`src/rtl/i2cs_pkg.sv`:
```
package i2cs_pkg;
  localparam int DW = 8;
  localparam int CW = $clog2(DW + 1);

  typedef enum logic [2:0] {
    ST_IDLE, ST_ADDR, ST_AACK, ST_RX, ST_RACK, ST_TX, ST_TACK
  } eng_st_e;

  localparam logic [7:0] SC_IDLE       = 8'hF8;
  localparam logic [7:0] SC_SLAW_ACK   = 8'h60;
  localparam logic [7:0] SC_GCALL_ACK  = 8'h70;
  localparam logic [7:0] SC_DATA_ACK   = 8'h80;
  localparam logic [7:0] SC_DATA_NACK  = 8'h88;
  localparam logic [7:0] SC_GDATA_ACK  = 8'h90;
  localparam logic [7:0] SC_GDATA_NACK = 8'h98;
  localparam logic [7:0] SC_STOP_RX    = 8'hA0;
  localparam logic [7:0] SC_SLAR_ACK   = 8'hA8;
  localparam logic [7:0] SC_TX_ACK     = 8'hB8;
  localparam logic [7:0] SC_TX_NACK    = 8'hC0;
  localparam logic [7:0] SC_TX_LAST    = 8'hC8;

  localparam logic [1:0] RS_STATUS = 2'd0;
  localparam logic [1:0] RS_DATA   = 2'd1;
  localparam logic [1:0] RS_OWNADR = 2'd2;
  localparam logic [1:0] RS_CTRL   = 2'd3;

  localparam int CB_ENA  = 6;
  localparam int CB_FLAG = 3;
  localparam int CB_ACK  = 2;
endpackage

```
`src/rtl/i2cs_sync.sv`:
```
module i2cs_sync #(
  parameter int LINES  = 2,
  parameter int STAGES = 2
) (
  input  logic             clk,
  input  logic             rst_n,
  input  logic [LINES-1:0] raw,
  output logic [LINES-1:0] lvl,
  output logic [LINES-1:0] rise,
  output logic [LINES-1:0] fall
);
  generate
    for (genvar g = 0; g < LINES; g++) begin : g_line
      logic [STAGES:0] chain_q;
      logic [STAGES:0] chain_d;
      assign chain_d = {chain_q[STAGES-1:0], raw[g]};
      always_ff @(posedge clk or negedge rst_n) begin
        if (!rst_n) chain_q <= '1;
        else        chain_q <= chain_d;
      end
      assign lvl[g]  = chain_q[STAGES-1];
      assign rise[g] = chain_q[STAGES-1] & ~chain_q[STAGES];
      assign fall[g] = ~chain_q[STAGES-1] & chain_q[STAGES];
    end
  endgenerate
endmodule

```
`src/rtl/i2cs_regs.sv`:
```
module i2cs_regs
  import i2cs_pkg::*;
(
  input  logic          clk,
  input  logic          rst_n,
  input  logic          we,
  input  logic [1:0]    sel,
  input  logic [7:0]    wdata,
  output logic [7:0]    rdata,
  input  logic          ev_valid,
  input  logic [7:0]    ev_code,
  input  logic          rx_valid,
  input  logic [DW-1:0] rx_byte,
  output logic [6:0]    own_addr,
  output logic          gc_en,
  output logic          ena,
  output logic          aa,
  output logic          flag,
  output logic [DW-1:0] tx_byte
);
  logic [7:0]    oar_q, oar_d;
  logic [7:0]    ctl_q, ctl_d;
  logic [DW-1:0] dat_q, dat_d;
  logic [7:0]    stat_q, stat_d;
  logic          flag_q, flag_d;
  logic          oar_en, ctl_en, dat_en;

  always_comb begin
    oar_en = we && (sel == RS_OWNADR);
    ctl_en = we && (sel == RS_CTRL);
    dat_en = (we && (sel == RS_DATA)) || rx_valid;
    oar_d  = wdata;
    ctl_d  = wdata;
    ctl_d[CB_FLAG] = 1'b0;
    dat_d  = rx_valid ? rx_byte : wdata[DW-1:0];
    flag_d = flag_q;
    stat_d = stat_q;
    if (ctl_en && !wdata[CB_FLAG]) begin
      flag_d = 1'b0;
      stat_d = SC_IDLE;
    end
    if (ev_valid) begin
      flag_d = 1'b1;
      stat_d = ev_code;
    end
  end

  always_ff @(posedge clk or negedge rst_n) begin
    if (!rst_n) begin
      oar_q  <= '0;
      ctl_q  <= '0;
      dat_q  <= '0;
      stat_q <= SC_IDLE;
      flag_q <= 1'b0;
    end else begin
      if (oar_en) oar_q <= oar_d;
      if (ctl_en) ctl_q <= ctl_d;
      if (dat_en) dat_q <= dat_d;
      stat_q <= stat_d;
      flag_q <= flag_d;
    end
  end

  always_comb begin
    case (sel)
      RS_STATUS: rdata = stat_q;
      RS_DATA:   rdata = dat_q;
      RS_OWNADR: rdata = oar_q;
      default: begin
        rdata = ctl_q;
        rdata[CB_FLAG] = flag_q;
      end
    endcase
  end

  assign own_addr = oar_q[7:1];
  assign gc_en    = oar_q[0];
  assign ena      = ctl_q[CB_ENA];
  assign aa       = ctl_q[CB_ACK];
  assign flag     = flag_q;
  assign tx_byte  = dat_q;

  p_idle_code_r1: assert property (@(posedge clk) disable iff (!rst_n)
    !flag_q |-> (stat_q == SC_IDLE));
  p_event_raises_flag_r3: assert property (@(posedge clk) disable iff (!rst_n)
    ev_valid |=> flag_q);
  p_write_one_keeps_flag_r3: assert property (@(posedge clk) disable iff (!rst_n)
    (flag_q && we && (sel == RS_CTRL) && wdata[CB_FLAG]) |=> flag_q);
endmodule

```
`src/rtl/i2cs_engine.sv`:
```
module i2cs_engine
  import i2cs_pkg::*;
(
  input  logic          clk,
  input  logic          rst_n,
  input  logic          scl_lvl,
  input  logic          sda_lvl,
  input  logic          scl_rise,
  input  logic          scl_fall,
  input  logic          sda_rise,
  input  logic          sda_fall,
  input  logic          scl_prev_hi,
  input  logic [6:0]    own_addr,
  input  logic          gc_en,
  input  logic          ena,
  input  logic          aa,
  input  logic          flag,
  input  logic [DW-1:0] tx_byte,
  output logic          ev_valid,
  output logic [7:0]    ev_code,
  output logic          rx_valid,
  output logic [DW-1:0] rx_byte,
  output logic          scl_oe,
  output logic          sda_oe
);
  localparam logic [CW-1:0] FULL = CW'(DW);

  eng_st_e       st_q, st_n;
  logic [CW-1:0] cnt_q, cnt_n;
  logic [DW-1:0] sh_q, sh_n;
  logic [DW-1:0] txsh_q, txsh_n;
  logic          gc_q, gc_n;
  logic          ackd_q, ackd_n;
  logic          mack_q, mack_n;
  logic          last_q, last_n;
  logic          fl_d_q;
  logic          hold_q, hold_n;
  logic          start_ev, stop_ev, rx_addr;
  logic          own_hit, gc_hit;

  assign start_ev = sda_fall && scl_lvl && scl_prev_hi;
  assign stop_ev  = sda_rise && scl_lvl && scl_prev_hi;
  assign rx_addr  = (st_q == ST_RX) || (st_q == ST_RACK);
  assign own_hit  = aa && (sh_q[DW-1:1] == own_addr);
  assign gc_hit   = aa && gc_en && (sh_q == '0);

  always_comb begin
    st_n     = st_q;
    cnt_n    = cnt_q;
    sh_n     = sh_q;
    txsh_n   = txsh_q;
    gc_n     = gc_q;
    ackd_n   = ackd_q;
    mack_n   = mack_q;
    last_n   = last_q;
    ev_valid = 1'b0;
    ev_code  = SC_IDLE;
    rx_valid = 1'b0;
    if (!ena) begin
      st_n  = ST_IDLE;
      cnt_n = '0;
    end else if (start_ev) begin
      if (rx_addr) begin
        ev_valid = 1'b1;
        ev_code  = SC_STOP_RX;
      end
      st_n  = ST_ADDR;
      cnt_n = '0;
    end else if (stop_ev) begin
      if (rx_addr) begin
        ev_valid = 1'b1;
        ev_code  = SC_STOP_RX;
      end
      st_n = ST_IDLE;
    end else begin
      case (st_q)
        ST_ADDR: begin
          if (scl_rise) begin
            sh_n  = {sh_q[DW-2:0], sda_lvl};
            cnt_n = cnt_q + 1'b1;
          end else if (scl_fall && cnt_q == FULL) begin
            if (own_hit || gc_hit) begin
              st_n = ST_AACK;
              gc_n = gc_hit;
            end else begin
              st_n = ST_IDLE;
            end
          end
        end
        ST_AACK: begin
          if (scl_fall) begin
            ev_valid = 1'b1;
            cnt_n    = '0;
            if (gc_q) begin
              ev_code = SC_GCALL_ACK;
              st_n    = ST_RX;
            end else if (sh_q[0]) begin
              ev_code = SC_SLAR_ACK;
              st_n    = ST_TX;
              txsh_n  = '1;
            end else begin
              ev_code = SC_SLAW_ACK;
              st_n    = ST_RX;
            end
          end
        end
        ST_RX: begin
          if (scl_rise) begin
            sh_n  = {sh_q[DW-2:0], sda_lvl};
            cnt_n = cnt_q + 1'b1;
          end else if (scl_fall && cnt_q == FULL) begin
            ackd_n = aa;
            st_n   = ST_RACK;
          end
        end
        ST_RACK: begin
          if (scl_fall) begin
            ev_valid = 1'b1;
            rx_valid = 1'b1;
            cnt_n    = '0;
            if (gc_q) ev_code = ackd_q ? SC_GDATA_ACK : SC_GDATA_NACK;
            else      ev_code = ackd_q ? SC_DATA_ACK  : SC_DATA_NACK;
            st_n = ackd_q ? ST_RX : ST_IDLE;
          end
        end
        ST_TX: begin
          if (cnt_q == '0 && fl_d_q && !flag) begin
            txsh_n = tx_byte;
            last_n = ~aa;
          end
          if (scl_rise) begin
            cnt_n = cnt_q + 1'b1;
          end else if (scl_fall) begin
            if (cnt_q == FULL) st_n = ST_TACK;
            else               txsh_n = {txsh_q[DW-2:0], 1'b1};
          end
        end
        ST_TACK: begin
          if (scl_rise) begin
            mack_n = ~sda_lvl;
          end else if (scl_fall) begin
            ev_valid = 1'b1;
            cnt_n    = '0;
            if (!mack_q) begin
              ev_code = SC_TX_NACK;
              st_n    = ST_IDLE;
            end else if (last_q) begin
              ev_code = SC_TX_LAST;
              st_n    = ST_IDLE;
            end else begin
              ev_code = SC_TX_ACK;
              st_n    = ST_TX;
            end
          end
        end
        default: ;
      endcase
    end
  end

  assign hold_n = (flag || fl_d_q) && (hold_q || !scl_lvl);

  always_ff @(posedge clk or negedge rst_n) begin
    if (!rst_n) begin
      st_q   <= ST_IDLE;
      cnt_q  <= '0;
      sh_q   <= '0;
      txsh_q <= '1;
      gc_q   <= 1'b0;
      ackd_q <= 1'b0;
      mack_q <= 1'b0;
      last_q <= 1'b0;
      fl_d_q <= 1'b0;
      hold_q <= 1'b0;
    end else begin
      st_q   <= st_n;
      cnt_q  <= cnt_n;
      sh_q   <= sh_n;
      txsh_q <= txsh_n;
      gc_q   <= gc_n;
      ackd_q <= ackd_n;
      mack_q <= mack_n;
      last_q <= last_n;
      fl_d_q <= flag;
      hold_q <= hold_n;
    end
  end

  assign rx_byte = sh_q;
  assign scl_oe  = hold_q;
  assign sda_oe  = (st_q == ST_AACK) || ((st_q == ST_RACK) && ackd_q) ||
                   ((st_q == ST_TX) && !txsh_q[DW-1]);

  p_hold_follows_flag_r3: assert property (@(posedge clk) disable iff (!rst_n)
    scl_oe |-> ($past(flag) || $past(flag, 2)));
  p_ack_needs_aa_r9: assert property (@(posedge clk) disable iff (!rst_n)
    (st_q == ST_AACK && $past(st_q) == ST_ADDR) |-> $past(aa));
  p_quiet_when_off_r11: assert property (@(posedge clk) disable iff (!rst_n)
    (!ena && !$past(ena)) |-> !sda_oe);
  p_tx_bit_stable_r6: assert property (@(posedge clk) disable iff (!rst_n)
    (st_q == ST_TX && $past(st_q) == ST_TX && scl_lvl && $past(scl_lvl)) |-> $stable(sda_oe));
  p_b8_continues_tx_r7: assert property (@(posedge clk) disable iff (!rst_n)
    (ev_valid && ev_code == SC_TX_ACK) |=> (st_q == ST_TX));
endmodule

```
`src/rtl/i2c_status_slave.sv`:
```
module i2c_status_slave
  import i2cs_pkg::*;
(
  input  logic       clk,
  input  logic       rst_n,
  input  logic       reg_we,
  input  logic [1:0] reg_sel,
  input  logic [7:0] reg_wdata,
  output logic [7:0] reg_rdata,
  output logic       irq,
  input  logic       scl_i,
  input  logic       sda_i,
  output logic       scl_oe,
  output logic       sda_oe
);
  logic          rst_meta_q, rst_sync_q;
  logic [1:0]    lvl, rise, fall;
  logic          scl_prev_hi;
  logic          ev_valid, rx_valid;
  logic [7:0]    ev_code;
  logic [DW-1:0] rx_byte, tx_byte;
  logic [6:0]    own_addr;
  logic          gc_en, ena, aa, flag;

  always_ff @(posedge clk or negedge rst_n) begin
    if (!rst_n) begin
      rst_meta_q <= 1'b0;
      rst_sync_q <= 1'b0;
    end else begin
      rst_meta_q <= 1'b1;
      rst_sync_q <= rst_meta_q;
    end
  end

  i2cs_sync #(.LINES(2), .STAGES(2)) u_sync (
    .clk  (clk),
    .rst_n(rst_sync_q),
    .raw  ({sda_i, scl_i}),
    .lvl  (lvl),
    .rise (rise),
    .fall (fall)
  );

  assign scl_prev_hi = lvl[0] & ~rise[0];

  i2cs_regs u_regs (
    .clk     (clk),
    .rst_n   (rst_sync_q),
    .we      (reg_we),
    .sel     (reg_sel),
    .wdata   (reg_wdata),
    .rdata   (reg_rdata),
    .ev_valid(ev_valid),
    .ev_code (ev_code),
    .rx_valid(rx_valid),
    .rx_byte (rx_byte),
    .own_addr(own_addr),
    .gc_en   (gc_en),
    .ena     (ena),
    .aa      (aa),
    .flag    (flag),
    .tx_byte (tx_byte)
  );

  i2cs_engine u_engine (
    .clk        (clk),
    .rst_n      (rst_sync_q),
    .scl_lvl    (lvl[0]),
    .sda_lvl    (lvl[1]),
    .scl_rise   (rise[0]),
    .scl_fall   (fall[0]),
    .sda_rise   (rise[1]),
    .sda_fall   (fall[1]),
    .scl_prev_hi(scl_prev_hi),
    .own_addr   (own_addr),
    .gc_en      (gc_en),
    .ena        (ena),
    .aa         (aa),
    .flag       (flag),
    .tx_byte    (tx_byte),
    .ev_valid   (ev_valid),
    .ev_code    (ev_code),
    .rx_valid   (rx_valid),
    .rx_byte    (rx_byte),
    .scl_oe     (scl_oe),
    .sda_oe     (sda_oe)
  );

  assign irq = flag;
endmodule

```
`config.mk`:
```
export PLATFORM = sky130hd
export DESIGN_NAME = i2c_status_slave
export DESIGN_NICKNAME = d
export VERILOG_FILES = /design/src/rtl/i2cs_pkg.sv /design/src/rtl/i2cs_sync.sv /design/src/rtl/i2cs_regs.sv /design/src/rtl/i2cs_engine.sv /design/src/rtl/i2c_status_slave.sv
export SDC_FILE = /design/constraint.sdc
export NUM_CORES = 1
export LEC_CHECK = 0
export BUFFER_PORTS_ARGS = -buffer_cell sky130_fd_sc_hd__buf_4
export CAP_MARGIN = 0
export CELL_PAD_IN_SITES_DETAIL_PLACEMENT = 1
export CELL_PAD_IN_SITES_GLOBAL_PLACEMENT = 1
export CORE_AREA = 2 2 97 99
export CTS_BUF_LIST = sky130_fd_sc_hd__clkbuf_4
export DETAILED_ROUTE_END_ITERATION = 7
export DIE_AREA = 0 0 99 101
export PLACE_DENSITY_LB_ADDON = 0.1
export SLEW_MARGIN = 5
export SYNTH_ARGS = -nofsm -noshare
export SYNTH_HDL_FRONTEND = slang
export SYNTH_SLANG_ARGS = --single-unit
```
`constraint.sdc`:
```
create_clock -name clk -period 5 [get_ports clk]
set_input_delay 0.25 -clock clk [delete_from_list [all_inputs] [get_ports clk]]
set_output_delay 0.25 -clock clk [all_outputs]
set_load 0.01 [all_outputs]
```
== After elaboration in Yosys (flattened, before gate mapping) ==
Cells that the tools add are included.
W data, S select, Z words.

* Bits in registers: 69
* Bits in latches: 0
* Output and inout bits: 11
* Word-level logic and storage cells: 176
* Bits of input ports: 15
* Bits in read-only memories: 0
* Memories kept: 0
* Bits in writable memories: 0

* $add $sub $neg: 1
* Equal/unequal tests: 30
* Magnitude comparators: 0
* Multiplexer cells: 69
* $mul: 0
* Div/mod/pow operators: 0
* Shift operators: 0
* Bitwise logic cells: 13
* Reduce and logical (&&, ||, !) cells: 44

{| class="wikitable"
|+ Operators with widths
! operator !! count
|-
| $mux W8 || 21
|-
| $ne A5 B5 Y1 const B || 12
|-
| $mux W3 || 18
|-
| $pmux W8 S3 || 2
|-
| $mux W4 || 8
|-
| $pmux W3 S6 || 1
|-
| $logic_and A1 B1 Y1 || 17
|-
| $pmux W8 S2 || 1
|-
| $reduce_and A5 Y1 || 3
|-
| $mux W7 || 2
|-
| $reduce_and A7 Y1 || 2
|-
| $mux W1 || 12
|-
| $pmux W4 S3 || 1
|-
| $reduce_and A12 Y1 || 1
|-
| $eq A3 B3 Y1 const B || 3
|-
| $ne A9 B9 Y1 const B || 1
|-
| $logic_not A8 Y1 || 1
|-
| $ne A4 B4 Y1 const B || 2
|-
| $not A1 Y1 || 8
|-
| $eq A7 B7 Y1 || 1
|-
| $logic_or A1 B1 Y1 || 7
|-
| $eq A3 B2 Y1 const B || 2
|-
| $reduce_and A6 Y1 || 1
|-
| $and A1 B1 Y1 || 5
|-
| 17 further kinds || 25
|}

== Logic depth before layout (Yosys ltp) ==
* Depth after elaboration: 10
* Depth in mapped cells: 8
* Mapped depth without buffers: 7

== Cells and area by module ==
A second synthesis with hierarchy kept.

* Cells, all modules: 336
* Area total of the unflattened synthesis: 3,751.1 um^2

{| class="wikitable"
|+ Modules (own cells, without submodules)
! module !! cells each !! instances !! area each (um^2)
|-
| i2cs_engine || 207 || 1 || 1,923.1
|-
| i2cs_regs || 113 || 1 || 1,552.7
|-
| i2cs_sync || 12 || 1 || 207.7
|-
| i2c_status_slave || 4 || 1 || 67.6
|}

== Least setup slack after synthesis ==
Ideal clock, no wire load.

* Kind: register -> register
* Start point: register u_sync.g_line[0].chain_q[1]
* End point: register u_engine.sh_q[0] (netlist: u_engine.rx_byte[0])
* Period minus slack after synthesis: 1.716 ns
* Setup time: 0.125 ns
* Data arrival time: 1.592 ns
* Path slack: 3.284 ns
* Cell stages (with the launch flop): 6
* Cell sequence: dfstp_2 > clkbuf_2 > inv_1 > nor2_1 > nand4b_1 > mux2_2

* Longest elaborated chain between the ends: 6
* Elaborated cells on any way between the ends: 10

{| class="wikitable"
|+ Ends and longest elaborated chain
! item !! line !! text
|-
| start, declared || i2cs_sync.sv:14 || <nowiki>logic [STAGES:0] chain_q;</nowiki>
|-
| start signal, assigned || i2cs_sync.sv:19 || <nowiki>else chain_q <= chain_d;</nowiki>
|-
| $and A1 B1 Y1 || i2cs_sync.sv:22 || <nowiki>assign rise[g] = chain_q[STAGES-1] & ~chain_q[STAGES];</nowiki>
|-
| $not A1 Y1 (no line) || -- ||
|-
| $and A1 B1 Y1 || i2c_status_slave.sv:44 || <nowiki>assign scl_prev_hi = lvl[0] & ~rise[0];</nowiki>
|-
| $logic_and A1 B1 Y1 (on tied branches) || i2cs_engine.sv:41, i2cs_engine.sv:42 ||
|-
| $not A1 Y1 (no line) || -- ||
|-
| $reduce_and A5 Y1 (no line) * || -- ||
|-
| end signal, assigned || i2cs_engine.sv:178 || <nowiki>sh_q <= sh_n;</nowiki>
|-
| end, declared || i2cs_engine.sv:30 || <nowiki>logic [DW-1:0] sh_q, sh_n;</nowiki>
|}

Mark *: on every way between the ends. The rest lies on a longest branch, timed or not.
A chain may end at the register's enable or synchronous reset.

== Final worst setup path ==
* Start point: register u_engine.st_q[2]
* End point: register u_regs.dat_q[5] (netlist: u_regs.tx_byte[5])

* Longest elaborated chain between the ends: 6
* Elaborated cells on any way between the ends: 7

{| class="wikitable"
|+ Ends and longest elaborated chain
! item !! line !! text
|-
| start, declared || i2cs_engine.sv:28 || <nowiki>eng_st_e st_q, st_n;</nowiki>
|-
| start signal, assigned || i2cs_engine.sv:176 || <nowiki>st_q <= st_n;</nowiki>
|-
| $eq A3 B3 Y1 * || i2cs_engine.sv:76 || <nowiki>case (st_q)</nowiki>
|-
| $mux W1 * || i2cs_engine.sv:76 ||
|-
| $mux W1 * || i2cs_engine.sv:69 || <nowiki>end else if (stop_ev) begin</nowiki>
|-
| $mux W1 * || i2cs_engine.sv:62 || <nowiki>end else if (start_ev) begin</nowiki>
|-
| $mux W1 * || i2cs_engine.sv:59 || <nowiki>if (!ena) begin</nowiki>
|-
| $mux W8 or $logic_or A1 B1 Y1 (tied branches) || i2cs_regs.sv:35, i2cs_regs.sv:31 ||
|-
| end signal, assigned || i2cs_regs.sv:58 || <nowiki>if (dat_en) dat_q <= dat_d;</nowiki>
|-
| end, declared || i2cs_regs.sv:23 || <nowiki>logic [DW-1:0] dat_q, dat_d;</nowiki>
|}

Marked as above.

==> flow_metrics.env <==
export IMPL_drt_iter0_drc=99
export IMPL_clock_path_buffers=2
export IMPL_die_y_um=101
export IMPL_cts_sinks=66
export IMPL_drv_cap=0
export IMPL_initial_utilization_pct=38.91
export IMPL_yosysUniqueCellTypes=53
export IMPL_grt_overflow=0
export IMPL_ir_worst_vdd_mv=0.1588
export IMPL_via_per_inst=5.549
export IMPL_clock_root_buffer="clkbuf_4"
export IMPL_ys_seq_elements=66
export IMPL_r2r_start="u_engine.st_q[2]"
export IMPL_crit_chain="nor2b_1, nand4b_1, nor2_1, a21oi_1"
export IMPL_r2r_cells=4
export IMPL_grt_max_degree=53
export IMPL_power_per_cell_area_mw_per_mm2=356.7
export IMPL_top_layer="met4"
export IMPL_swShare_pct=33.45
export IMPL_ys_seq_area_share_pct=47.96
export IMPL_num_rows=35
export IMPL_crit_path_top_delay_cell="dfrtp_1"
export IMPL_min_path_cells=2
export IMPL_ant_nets=0
export IMPL_route_detailed_drc=0
export IMPL_tightest_slew_ns=0.7834
export IMPL_min_to="u_regs.ctl_q[0]"
export IMPL_dr_wl_met3_um=223
export IMPL_wl_met2_um=4270
export IMPL_crit_fanout=23
export IMPL_slew_headroom_pct=47.77
export IMPL_fmax_mhz=456.2
export IMPL_cts_setup_buffers=0
export IMPL_insertion_delay_ns=0.43
export IMPL_fin_crit_sh_pct=43.84
export IMPL_syn_to_final_growth_pct=10.89
export IMPL_rrSetupSlack_ns=2.81
export IMPL_port_buffer_count=25
export IMPL_n_fill_cell=1008
export IMPL_hp_class="in2reg"
export IMPL_final_common_cell="dfrtp_1"
export IMPL_fin_nets=362
export IMPL_period_needed_ns=2.192
export IMPL_async_reset_ff_share_pct=100.0
export IMPL_crit_arrival_ns=2.47
export IMPL_drtPass1Iterations=4
export IMPL_synth_cells=321
export IMPL_holdCritStartpoint="reg_wdata[0]"
export IMPL_layout_drive_gt1_share_pct=28.86
export IMPL_wire_per_inst_um=19.57
export IMPL_finalWorstSetupSlack_ns=2.808
export IMPL_antenna_cells=0
export IMPL_required_ns=5.28
export IMPL_synth_nets=338
export IMPL_power_internal_uw=919.6
export IMPL_p_leak_nw=1.715
export IMPL_yosys_warnings=0
export IMPL_design_die_area_mm2=0.009999
export IMPL_syn_avg_cell_area_um2=10.88
export IMPL_antenna_found_initial=0
export IMPL_core_mm2=0.008977
export IMPL_tritoncts="yes"
export IMPL_reg2reg_to="u_regs.tx_byte[5]"
export IMPL_path_clk_slew_ns=0.11
export IMPL_p_comb_share_pct=24.5
export IMPL_vias=2558
export IMPL_grt_pass1_vias=2621
export IMPL_cts_made_buffers=9
export IMPL_wl_met1_um=4412
export IMPL_clock_skew_ns=0.01268
export IMPL_status="finished clean"
export IMPL_cts_htree_levels=3
export IMPL_worstSetupStartpointType="flop"
export IMPL_die_width_um=99
export IMPL_cp_slowest_stage_delay_ns=0.80
export IMPL_finalSetupTns_ns=0
export IMPL_p_seq_share_pct=52.9
export IMPL_grt_total_usage_pct=19.50
export IMPL_layout_common_cells="46 x dfrtp_1, 33 x nor2_1, 27 x mux2_2, 26 x buf_4, 23 x a21oi_1"
export IMPL_hpwl_um=6392
export IMPL_final_max_slew_viol_count=0
export IMPL_p_clk_share_pct=22.6
export IMPL_crit_type="reg2reg"
export IMPL_grt_setup_unrepaired="false"
export IMPL_grt_pass1_wl_um=14810
export IMPL_wirelength_um=9022
export IMPL_hold_viol_final=0
export IMPL_num_io_pins=26
export IMPL_switching_power_uw=462.3
export IMPL_synth_edf_count=0
export IMPL_dp_slack_ns=2.801
export IMPL_setup_viol=0
export IMPL_ys_flop_type="dfrtp_1"
export IMPL_place_gp_congestion=0.8253
export IMPL_critPathCaptureType="flop"
export IMPL_syn_cell_area_mm2=0.003493
logic make-up after synthesis:
logic type,synth area share (%)
AND/OR/NAND/NOR,13.68
AO/OA/AOI/OAI,14.29
XOR/XNOR,2.006
flip-flops,47.96
adder cells (fa/ha/maj),0.7162
multiplexers,17.94
buffers and inverters,3.295
other,0.1073
sequential cells by signal, indices dropped and copies added, names as in the netlist, 3 cells and up:
signal	flops
u_regs.stat_q	5
u_engine.st_q	3
u_engine.rx_byte	8
u_engine.txsh_q	8
u_sync.g_line.chain_q	6
u_engine.cnt_q	4
u_regs.tx_byte	8
u_regs.ctl_q	7
u_regs.oar_q	8
per-layer routing:
metal	vias to the layer above	track usage, %
li1	1215	-
met1	1301	28.11
met2	32	29.99
met3	10	4.369
met4	0	4.742
met5	-	0
power groups by stage:
stage	registers, mW	logic [mW]	clock network, mW
final	0.730	0.339	0.312
after global routing	0.747	0.375	0.352
after CTS	0.731	0.343	0.324
after detailed placement	0.740	0.340	0
after global placement	0.737	0.333	0
after floorplan	0.685	0.265	0
cells in the mapped netlist (all sizes together), types with 2 or more instances:
library cell   n  share of area (%)
mux4           5                3.2
dfstp         19                 14
nand4b         2               0.50
xor2           6                1.5
o211ai         4               0.86
o21a           2               0.43
mux2          27                8.7
clkbuf         9                1.4
xnor2          2               0.50
a21oi         24                3.5
nand2         16                1.7
dfrtp         47                 34
buf            7                1.4
nor2b          9                1.6
or4            2               0.43
nor3           4               0.72
a22o           3               0.75
nand4          4               0.72
a22oi          2               0.43
mux2i         21                6.0
a311o          3               0.86
nand3b         2               0.43
o21ai         18                2.7
ha             2               0.72
nor2          33                3.5
or2            3               0.54
nand2b         4               0.72
o31ai          2               0.43
nand3         10                1.4
nor3b          2               0.43
inv            5               0.54
o22a           9                2.3
how the worst max path moves through the flow:
stage                      from           endpoint  slack, ns
5_1_grt        u_engine.st_q[2]  u_regs.tx_byte[7]       2.57
4_1_cts        u_engine.st_q[2]  u_regs.tx_byte[7]       2.78
3_5_place_dp   u_engine.st_q[2]  u_regs.tx_byte[7]       2.80
6_report       u_engine.st_q[2]  u_regs.tx_byte[5]       2.81
2_1_floorplan        rst_sync_q    u_engine.ackd_q       3.06
3_3_place_gp   u_engine.st_q[2]  u_regs.tx_byte[0]       2.90
timing repair:
item | CTS | global route
hold buffers | 3 | 0
gates resized for setup | 0 | 0
hold endpoints to repair | 4 | 0
area by class of cell:
cell class	instances	area (um^2)	share of cell area, %
multi-input combinational	234	1703	43.96
sequential	66	1677	43.28
timing repair buffer	29	225.2	5.814
tap	111	138.9	3.585
clock buffer	12	90.09	2.326
clock inverter	4	21.27	0.5491
inverter	5	18.77	0.4845
critical path: cells and delay by family, from the launching register on:
| kind | cells | cell delay (ns) |
|---|---|---|
| compound gates | 1 | 0.06 |
| simple gates | 3 | 1.18 |
| flops | 1 | 0.80 |
through the flow:
stage / hold slack [ns] / instances / utilization, % / power (mW) / area, um^2
floorplan: -0.04559 / 321 / - / 0.9501 / 3493
global placement: 0.03234 / 442 / 41.57 / 1.070 / 3732
detailed placement: 0.03458 / 442 / 41.57 / 1.081 / 3732
CTS: 0.06006 / 461 / 43.15 / 1.398 / 3874
global route: 0.05009 / 461 / 43.15 / 1.474 / 3874
finish: 0.06947 / 461 / 43.15 / 1.382 / 3874
No activity file was read; power rests on OpenSTA's default activity.
